$ cat config.mk
export PLATFORM = sky130hd
export DESIGN_NAME = wdt_top
export DESIGN_NICKNAME = d
export VERILOG_FILES = /design/src/rtl/wdt_pkg.sv /design/src/rtl/wdt_prescaler.sv /design/src/rtl/wdt_enable_ctl.sv /design/src/rtl/wdt_counter.sv /design/src/rtl/wdt_irq.sv /design/src/rtl/wdt_top.sv
export SDC_FILE = /design/constraint.sdc
export NUM_CORES = 1
export LEC_CHECK = 0
export CORE_MARGIN = 2
export CORE_UTILIZATION = 40
export CTS_CLUSTER_SIZE = 16
export DETAILED_ROUTE_END_ITERATION = 16
export PLACE_DENSITY = 0.57
export SETUP_SLACK_MARGIN = 0.5
export SLEW_MARGIN = 20
export SYNTH_ARGS = -nofsm -noshare
export SYNTH_HDL_FRONTEND = slang
export SYNTH_HIERARCHICAL = 1
export SYNTH_SLANG_ARGS = --single-unit
export TNS_END_PERCENT = 50
$ cat constraint.sdc
create_clock -name clk_i -period 3.5 [get_ports clk_i]
set_clock_uncertainty 0.2 [all_clocks]
set_input_delay 0.7 -clock clk_i [delete_from_list [all_inputs] [get_ports clk_i]]
set_output_delay 0.7 -clock clk_i [all_outputs]
set_load 0.01 [all_outputs]
$ cat src/rtl/wdt_pkg.sv
package wdt_pkg;
  localparam logic [15:0] KEY_FEED   = 16'hFEED;
  localparam logic [15:0] KEY_DIS_A  = 16'h2BAD;
  localparam logic [15:0] KEY_DIS_B  = 16'hCAFE;
  localparam logic [15:0] KEY_RESUME = 16'hACED;
  localparam logic [15:0] KEY_CLR    = 16'hE8B4;
  localparam logic [15:0] CODE_OFF   = 16'hDABE;
  localparam logic [15:0] CODE_ON    = 16'h0000;
  localparam logic [15:0] STAT_HIT   = 16'hCFE8;
  localparam logic [15:0] STAT_OK    = 16'h0000;

  typedef enum logic [3:0] {
    REG_FEED   = 4'd0,
    REG_TMO    = 4'd1,
    REG_DIS_A  = 4'd2,
    REG_DIS_B  = 4'd3,
    REG_STAT   = 4'd4,
    REG_CNT    = 4'd5,
    REG_DBG    = 4'd6,
    REG_RESUME = 4'd7,
    REG_EVT    = 4'd8,
    REG_MASK   = 4'd9,
    REG_FORCE  = 4'd10
  } reg_idx_e;
endpackage

$ cat src/rtl/wdt_prescaler.sv
module wdt_prescaler #(
  parameter int DIV = 328
) (
  input  logic clk_i,
  input  logic rst_ni,
  output logic tick_o
);
  localparam int W = (DIV > 1) ? $clog2(DIV) : 1;
  localparam logic [W-1:0] LAST = W'(DIV - 1);

  logic [W-1:0] cnt_q;

  always_ff @(posedge clk_i or negedge rst_ni) begin
    if (!rst_ni)           cnt_q <= '0;
    else if (cnt_q == LAST) cnt_q <= '0;
    else                   cnt_q <= cnt_q + 1'b1;
  end

  assign tick_o = (cnt_q == LAST);
endmodule

$ cat src/rtl/wdt_enable_ctl.sv
module wdt_enable_ctl
  import wdt_pkg::*;
(
  input  logic        clk_i,
  input  logic        rst_ni,
  input  logic        wr_i,
  input  logic [3:0]  idx_i,
  input  logic [15:0] data_i,
  output logic        en_o
);
  logic armed_q, en_q;
  logic hit_a, hit_b, hit_resume;

  assign hit_a      = (idx_i == REG_DIS_A)  && (data_i == KEY_DIS_A);
  assign hit_b      = (idx_i == REG_DIS_B)  && (data_i == KEY_DIS_B);
  assign hit_resume = (idx_i == REG_RESUME) && (data_i == KEY_RESUME);

  always_ff @(posedge clk_i or negedge rst_ni) begin
    if (!rst_ni) begin
      armed_q <= 1'b0;
      en_q    <= 1'b0;
    end else if (wr_i) begin
      // any write re-evaluates the arm: only the first key leaves it set
      armed_q <= hit_a;
      if (armed_q && hit_b) en_q <= 1'b0;
      else if (hit_resume)  en_q <= 1'b1;
    end
  end

  assign en_o = en_q;
endmodule

$ cat src/rtl/wdt_counter.sv
module wdt_counter #(
  parameter int          CNT_W   = 15,
  parameter int unsigned RST_VAL = 6000
) (
  input  logic             clk_i,
  input  logic             rst_ni,
  input  logic             tick_i,
  input  logic             active_i,
  input  logic             reload_i,
  input  logic [CNT_W-1:0] tmo_i,
  output logic [CNT_W-1:0] cnt_o,
  output logic [CNT_W:0]   rd_o,
  output logic             warn_o,
  output logic             expire_o,
  output logic             rst_req_o
);
  localparam logic [CNT_W-1:0] INIT = CNT_W'(RST_VAL);
  localparam logic [CNT_W-1:0] ONE  = CNT_W'(1);
  localparam logic [CNT_W-1:0] TWO  = CNT_W'(2);

  logic [CNT_W-1:0] cnt_q, shadow_q;
  logic             rst_q, step, busy;

  assign step     = tick_i && active_i && !reload_i;
  assign warn_o   = step && (cnt_q == TWO);
  assign expire_o = step && (cnt_q <= ONE);

  always_ff @(posedge clk_i or negedge rst_ni) begin
    if (!rst_ni) begin
      cnt_q    <= INIT;
      shadow_q <= INIT;
      rst_q    <= 1'b0;
    end else begin
      if (reload_i || expire_o) cnt_q <= tmo_i;
      else if (step)            cnt_q <= cnt_q - 1'b1;
      shadow_q <= cnt_q;
      rst_q    <= expire_o;
    end
  end

  assign busy      = (cnt_q != shadow_q);
  assign rd_o      = busy ? {1'b1, shadow_q} : {1'b0, cnt_q};
  assign cnt_o     = cnt_q;
  assign rst_req_o = rst_q;
endmodule

$ cat src/rtl/wdt_irq.sv
module wdt_irq #(
  parameter int ACK_DLY = 3
) (
  input  logic clk_i,
  input  logic rst_ni,
  input  logic set_i,
  input  logic ack_i,
  input  logic force_i,
  input  logic mask_i,
  output logic evt_o,
  output logic irq_o
);
  localparam int D = (ACK_DLY < 1) ? 1 : ACK_DLY;

  logic [D-1:0] pipe_q;
  logic         evt_q, clr;

  generate
    if (D == 1) begin : g_short
      always_ff @(posedge clk_i or negedge rst_ni) begin
        if (!rst_ni) pipe_q <= '0;
        else         pipe_q <= ack_i;
      end
    end else begin : g_long
      always_ff @(posedge clk_i or negedge rst_ni) begin
        if (!rst_ni) pipe_q <= '0;
        else         pipe_q <= {pipe_q[D-2:0], ack_i};
      end
    end
  endgenerate

  assign clr = pipe_q[D-1];

  // a set arriving with a completing acknowledge wins
  always_ff @(posedge clk_i or negedge rst_ni) begin
    if (!rst_ni) evt_q <= 1'b0;
    else         evt_q <= (evt_q && !clr) || set_i || force_i;
  end

  assign evt_o = evt_q;
  assign irq_o = evt_q && mask_i;
endmodule

$ cat src/rtl/wdt_top.sv
module wdt_top
  import wdt_pkg::*;
#(
  parameter int          PRESCALE    = 328,
  parameter int unsigned TIMEOUT_RST = 6000,
  parameter int          ACK_DLY     = 3,
  parameter int          ADDR_W      = 6
) (
  input  logic              clk_i,
  input  logic              rst_ni,
  input  logic              we_i,
  input  logic [ADDR_W-1:0] addr_i,
  input  logic [15:0]       wdata_i,
  output logic [15:0]       rdata_o,
  input  logic              dbg_i,
  output logic              irq_o,
  output logic              rst_req_o
);
  localparam int CNT_W = 15;

  logic [3:0]       idx;
  logic [CNT_W-1:0] tmo_q, cnt;
  logic [CNT_W:0]   cnt_rd;
  logic             status_q, mask_q, force_q, jtag_q;
  logic             tick, en, active, feed, resume, reload, ack;
  logic             warn, expire, evt;

  assign idx    = 4'(addr_i[ADDR_W-1:2]);
  assign feed   = we_i && (idx == REG_FEED)   && (wdata_i == KEY_FEED);
  assign resume = we_i && (idx == REG_RESUME) && (wdata_i == KEY_RESUME);
  assign reload = feed || resume;
  assign ack    = we_i && (idx == REG_EVT) && wdata_i[0];
  assign active = en && (!dbg_i || jtag_q);

  wdt_prescaler #(.DIV(PRESCALE)) u_pre (
    .clk_i(clk_i), .rst_ni(rst_ni), .tick_o(tick)
  );

  wdt_enable_ctl u_en (
    .clk_i(clk_i), .rst_ni(rst_ni), .wr_i(we_i),
    .idx_i(idx), .data_i(wdata_i), .en_o(en)
  );

  wdt_counter #(.CNT_W(CNT_W), .RST_VAL(TIMEOUT_RST)) u_cnt (
    .clk_i(clk_i), .rst_ni(rst_ni), .tick_i(tick), .active_i(active),
    .reload_i(reload), .tmo_i(tmo_q), .cnt_o(cnt), .rd_o(cnt_rd),
    .warn_o(warn), .expire_o(expire), .rst_req_o(rst_req_o)
  );

  wdt_irq #(.ACK_DLY(ACK_DLY)) u_irq (
    .clk_i(clk_i), .rst_ni(rst_ni), .set_i(warn), .ack_i(ack),
    .force_i(force_q), .mask_i(mask_q), .evt_o(evt), .irq_o(irq_o)
  );

  always_ff @(posedge clk_i or negedge rst_ni) begin
    if (!rst_ni) begin
      tmo_q    <= CNT_W'(TIMEOUT_RST);
      status_q <= 1'b0;
      mask_q   <= 1'b0;
      force_q  <= 1'b0;
      jtag_q   <= 1'b0;
    end else begin
      if (expire) status_q <= 1'b1;
      else if (we_i && idx == REG_STAT && wdata_i == KEY_CLR) status_q <= 1'b0;
      if (we_i) begin
        case (idx)
          REG_TMO:   tmo_q   <= wdata_i[CNT_W-1:0];
          REG_MASK:  mask_q  <= wdata_i[0];
          REG_FORCE: force_q <= wdata_i[0];
          REG_DBG:   jtag_q  <= wdata_i[0];
          default: ;
        endcase
      end
    end
  end

  always_comb begin
    rdata_o = '0;
    case (idx)
      REG_TMO:   rdata_o = {1'b0, tmo_q};
      REG_DIS_B: rdata_o = en ? CODE_ON : CODE_OFF;
      REG_STAT:  rdata_o = status_q ? STAT_HIT : STAT_OK;
      REG_CNT:   rdata_o = cnt_rd;
      REG_DBG:   rdata_o = {14'd0, dbg_i, jtag_q};
      REG_EVT:   rdata_o = {15'd0, evt};
      REG_MASK:  rdata_o = {15'd0, mask_q};
      REG_FORCE: rdata_o = {15'd0, force_q};
      default:   rdata_o = '0;
    endcase
  end
endmodule

* Yosys cells after proc, flatten, opt, wreduce, memory -nomap -nowiden
Cells that the tools add are included.
Cells by class: add/sub/neg operators 2, $lt $le $gt $ge 1, equal/unequal tests 18, muxes and demuxes 11, reduce and logical (&&, ||, !) cells 36
Operator list (count):
- case mux 16 bit (8 select lines) | 1
- == test 16 bit (second input constant) | 4
- 2-to-1 mux 16 bit | 3
- 2-to-1 mux 15 bit | 2
- logical AND 1 bit | 19
- == test 16 x 14 -> 1 bit (second input constant) | 1
- == test 4 x 3 -> 1 bit (second input constant) | 4
- == test 15 x 2 -> 1 bit (second input constant) | 1
- <= comparator 15 x 1 -> 1 bit (second input constant) | 1
- != test 15 bit | 1
- subtractor 15 x 1 -> 15 bit (second input constant) | 1
- == test 4 bit (second input constant) | 3
- AND reduction 2 bit | 5
- adder 9 x 1 -> 9 bit (second input constant) | 1
- == test 9 bit (second input constant) | 1
- 2-to-1 mux 9 bit | 1
- == test 4 x 2 -> 1 bit (second input constant) | 2
- nonzero test 2 bit | 3
- logical OR 1 bit | 5
- == test 4 x 1 -> 1 bit (second input constant) | 1
- zero test 4 bit | 1
- 2-to-1 mux 1 bit | 4
- zero test 1 bit | 3
Storage, ports and cells: bits in registers 65, bits of input ports 26, output and inout bits 18, word-level logic and storage cells 81

* Depth between registers and ports, before layout
word-level depth 9, depth in mapped cells 11, gate-level depth less buffers 8

* Hierarchy
The synthesis kept the hierarchy.
Modules (own cells, without submodules):
- wdt_counter | instances 1, cells each 196, area each 1804.2 um^2, sequential area each 793.3 um^2
- wdt_top | instances 1, cells each 110, area each 1247.4 um^2, sequential area each 484.2 um^2
- wdt_prescaler | instances 1, cells each 36, area each 400.4 um^2, sequential area each 225.2 um^2
- wdt_enable_ctl | instances 1, cells each 21, area each 173.9 um^2, sequential area each 50.0 um^2
- wdt_irq | instances 1, cells each 8, area each 120.1 um^2, sequential area each 100.1 um^2

* Least setup slack after synthesis
No wires, ideal clock.
kind in2reg, from in addr_i[4], to reg status_q, library setup time 0.150 ns, data arrival time 3.466 ns, data required time 3.150 ns, slack -0.316 ns, stages on the path 11, buffers on the path 4, path through clkbuf_1 -> nor2b_1 -> nand4_1 -> a2111oi_0 -> clkbuf_1 -> clkbuf_1 -> buf_1 -> nor4_1 -> or4b_2 -> nor4b_1 -> a41oi_1
On the way: longest elaborated chain between the ends 8, elaborated cells between the ends (all ways) 15, classes of those cells 2 x eq/ne; 1 x mux; 12 x reduce/logical
Ends and longest elaborated chain:
- from (decl) | RTL line wdt_top.sv:12 | input logic [ADDR_W-1:0] addr_i,
- == test 4 x 3 -> 1 bit or zero test 4 bit (tied branches) | RTL line wdt_top.sv:30, wdt_top.sv:29
- logical AND 1 bit, on equally long branches (2 in series) | RTL line wdt_top.sv:30, wdt_top.sv:29
- logical OR 1 bit * | RTL line wdt_top.sv:31 | assign reload = feed || resume;
- via reload | RTL line wdt_top.sv:25 | logic tick, en, active, feed, resume, reload, ack;
- zero test 1 bit * | RTL line wdt_counter.sv:24 | assign step = tick_i && active_i && !reload_i;
- logical AND 1 bit * | RTL line wdt_counter.sv:24
- logical AND 1 bit * | RTL line wdt_counter.sv:26 | assign expire_o = step && (cnt_q <= ONE);
- via expire | RTL line wdt_top.sv:26 | logic warn, expire, evt;
- 2-to-1 mux 1 bit or nonzero test 2 bit (tied branches)
- to (signal assigned) | RTL line wdt_top.sv:58 | status_q <= 1'b0;
- to (signal assigned) | RTL line wdt_top.sv:63 | if (expire) status_q <= 1'b1;
- to (signal assigned) | RTL line wdt_top.sv:64 | else if (we_i && idx == REG_STAT && wdata_i == KEY_CLR) status_q <= 1'b0;
- to (decl) | RTL line wdt_top.sv:24 | logic status_q, mask_q, force_q, jtag_q;
The timed path passes the listed nets; every way through them passes the cells marked *. A chain may end at the register's enable or synchronous reset.

* Worst setup path after layout
from in addr_i[3], to out rdata_o[6]
On the way: longest elaborated chain between the ends 2, elaborated cells between the ends (all ways) 9, classes of those cells 8 x eq/ne; 1 x mux
Ends and longest elaborated chain:
- == test 4 bit, or another cell as far along | RTL line wdt_top.sv:79 | case (idx)
- case mux 16 bit (8 select lines) * | RTL line wdt_top.sv:79
- to (decl) | RTL line wdt_top.sv:14 | output logic [15:0] rdata_o,
Mark *: on every way between the ends. The rest lies on a longest branch, timed or not.

==> out/results.ini <==
[hold_path]
hold_class = flop to flop
hold-path-cell-count = 0

[floorplan]
die_w_um = 101
core_um2 = 9150
rows = 35
initial_core_util_pct = 40.9
die_h_um = 101
dieArea_um2 = 10200
ios = 44

[place]
gp_congestion = 0.873
dpl.hpwl_um = 7640
place_inst = 521
io_buffers = 41
pre_cts_slack_ns = -0.0863

[detailed_routing]
viasPerCell = 5.76
post-route-drc-count = 0
first_iter_violations = 253
vias = 3180
wl_per_cell_um = 18.9
wl_um = 10400
antenna_left = 0
dr.pass1.iters = 5

[logic_synthesis]
ys_ff_latch = 65
synth_ff_type = dfrtp_1
synth.area.top_cells = dfrtp_1 (29%), dfstp_2 (15%), xor2_1 (4.9%)
yosysUniqueCellTypes = 73
yosys.area.top_type_share_pct = 29.4
syn-instance-count = 371
synth_common_cells = dfrtp_1 (44), nand2_1 (30), clkbuf_1 (24), nor2_1 (24)
yosysMostFrequentCell = dfrtp_1
synth-edff-count = 0
yosys.area.top_type = dfrtp_1
synth_warnings = 6
avgSynthCellArea_um2 = 10.1
netlist_area_um2 = 3750
async_flop_share_pct = 100
yosysSeqAreaShare_pct = 44.1
syn-num-nets = 401

[layout]
syn2layout_area_growth_pct = 28.1
fin_nets = 466
antenna_cells = 0
utilization_pct = 52.4
final_cell_count_no_fill = 552
drive_above_1_share_pct = 33.6

[grt]
use_met1_pct = 32.0
antenna_found_initial = 0
grt_max_degree = 66
grtUsageMet3_pct = 4.30
grt_pass1_wl_um = 16800
use_met2_pct = 33.0
top_usage_layer = met2
grt_pass1_vias = 3099
grt_usage_pct = 21.9
gr-total-overflow = 0

[clock_network]
cts.sinks = 65
htreeDepth = 3
cts_buffer_depth = 2
clkTransAtPathRegs_ns = 0.07
insertion_delay_ns = 0.35
cts-root-buf = clkbuf_8
cts_tree = yes
cts_hold_buf = 0
numCtsBuffers = 9

[timing]
finalSetupViolations = 0
finalSetupTns_ns = 0
tightest_slew_ns = 0.844
drv_slew = 0
maxSlewHeadroom_pct = 43.8
setup_ws_ns = 0.554
hold_viol_final = 0
fin_crit_ns = 2.95
holdWs_ns = 0.154
rsz0062_at_grt = true
timing.final.crit_share_pct = 84.2
clock.fmax_mhz = 339

[critical_path]
endpoint_kind = primary output
crit_path_cell_trace = clkbuf_2, buf_12, nor4bb_4, buf_4, buf_4, buf_4, a22oi_2, nand2_1, buf_2
cp_slowest_cell = nor4bb_4
reg2reg_slack_ns = 0.68
worstPathRequired_ns = 2.60
cp_data_arrival_time_ns = 2.05
crit_top_cell = buf_4
r2r_cells = 7
start_kind = primary input
path_class = primary input to primary output
cpPeakStageDelay_ns = 0.42
worst-path-max-fanout = 7

[job]
max-cap-violations = 0

[run_status]
outcome = complete, no violations

[power]
p_per_area_nw_per_um2 = 379
power_leakage_nw = 2.26
ir_worst_vdd_mv = 0.276

==> power by group <==
| group | internal [mW] | switching (mW) | leakage (nW) |
|---|---|---|---|
| sequential | 0.817 | 0.0624 | 0.794 |
| clock | 0.422 | 0.295 | 0.107 |
| combinational | 0.131 | 0.0911 | 1.36 |
==> critical path, delay by kind of cell <==
kind                   cells  cell delay, ns
AND/OR/NAND/NOR            2            0.49
AO/OA/AOI/OAI              1            0.07
buffers and inverters      6            0.78
==> layer usage <==
| metal | vias to the layer above | wire length (um) | part of all wire, % |
|---|---|---|---|
| met5 | - | 0 | 0 |
| met4 | 0 | 103 | 0.99 |
| met1 | 1575 | 5020 | 48 |
| li1 | 1504 | - | - |
| met2 | 90 | 4830 | 46 |
| met3 | 11 | 467 | 4.5 |
==> per-stage QoR <==
step	instance area, um2	power [mW]
finish	4800	1.82
global route	4800	1.89
CTS	4760	1.84
detailed placement	4460	1.11
global placement	4460	1.11
floorplan	3800	0.969
==> registers in the layout (all words and copies together), names as in the netlist <==
register and flops:
force_q 1, jtag_q 1, mask_q 1, status_q 1
tmo_q 15, u_cnt/cnt_o 15, u_cnt/rst_req_o 1, u_cnt/shadow_q 15
u_en/armed_q 1, u_en/en_o 1, u_irq/evt_o 1, u_irq/pipe_q 3
u_pre/cnt_q 9
==> repair_timing <==
item                                    in CTS  in global routing
endpoints found under the setup margin      26                 25
gates cloned                                 1                  0
setup buffers                               11                  3
resized for setup                           68                 23
pin swaps                                    2                  8
==> cells in the final DEF, fill, tap and decap left out, types with 5 or more instances in the layout <==
master           Yosys  layout
a21oi_1              5       5
inv_1                7       7
nand3_1             12      12
buf_2                7      14
nand4_1              7       7
dfstp_2             21      21
nor4_1              13      11
a22oi_1              8       7
dfrtp_1             44      44
clkdlybuf4s50_1      0      16
nand2_1             30      30
buf_4                1      45
nor2b_1              5       5
clkbuf_8             0      10
xor2_1              21      21
mux2_4              10      10
and3_1               5       5
o21ai_0              6       6
a31oi_1              6       6
nor2_1              24      24
a221o_1              6       6
nor3_1              13      12
mux2_2               8       8
==> cell families after synthesis <==
family | after synthesis | share of synthesized area [%]
fa+ha+maj | 4 | 1.34
simple gates | 148 | 23.3
compound gates | 68 | 13.9
buf+inv | 45 | 5.51
flops | 65 | 44.1
xor+xnor | 23 | 5.38
mux | 18 | 6.41
==> cell type report <==
class                   instances  area, um2
clock inverters                 4       76.3
well taps                     111        139
repair buffers                 92        768
inverters                       7       26.3
flip-flops and latches         65       1650
multi-input cells             261       1990
clock buffers                  12        145
fillers                       833       4350
==> path summary, 6_finish.rpt <==
kind / startpoint / endpoint
setup / recovery: addr_i[3] / rdata_o[6]
hold / removal: u_irq/pipe_q[1] / u_irq/pipe_q[2]
setup reg to reg: u_cnt/cnt_o[1] / u_cnt/cnt_o[6]
hold reg to reg: u_irq/pipe_q[1] / u_irq/pipe_q[2]
max in group asynchronous: rst_ni / tmo_q[14]
min in group asynchronous: rst_ni / u_pre/cnt_q[4]
Power figures use the tool's default switching activity.
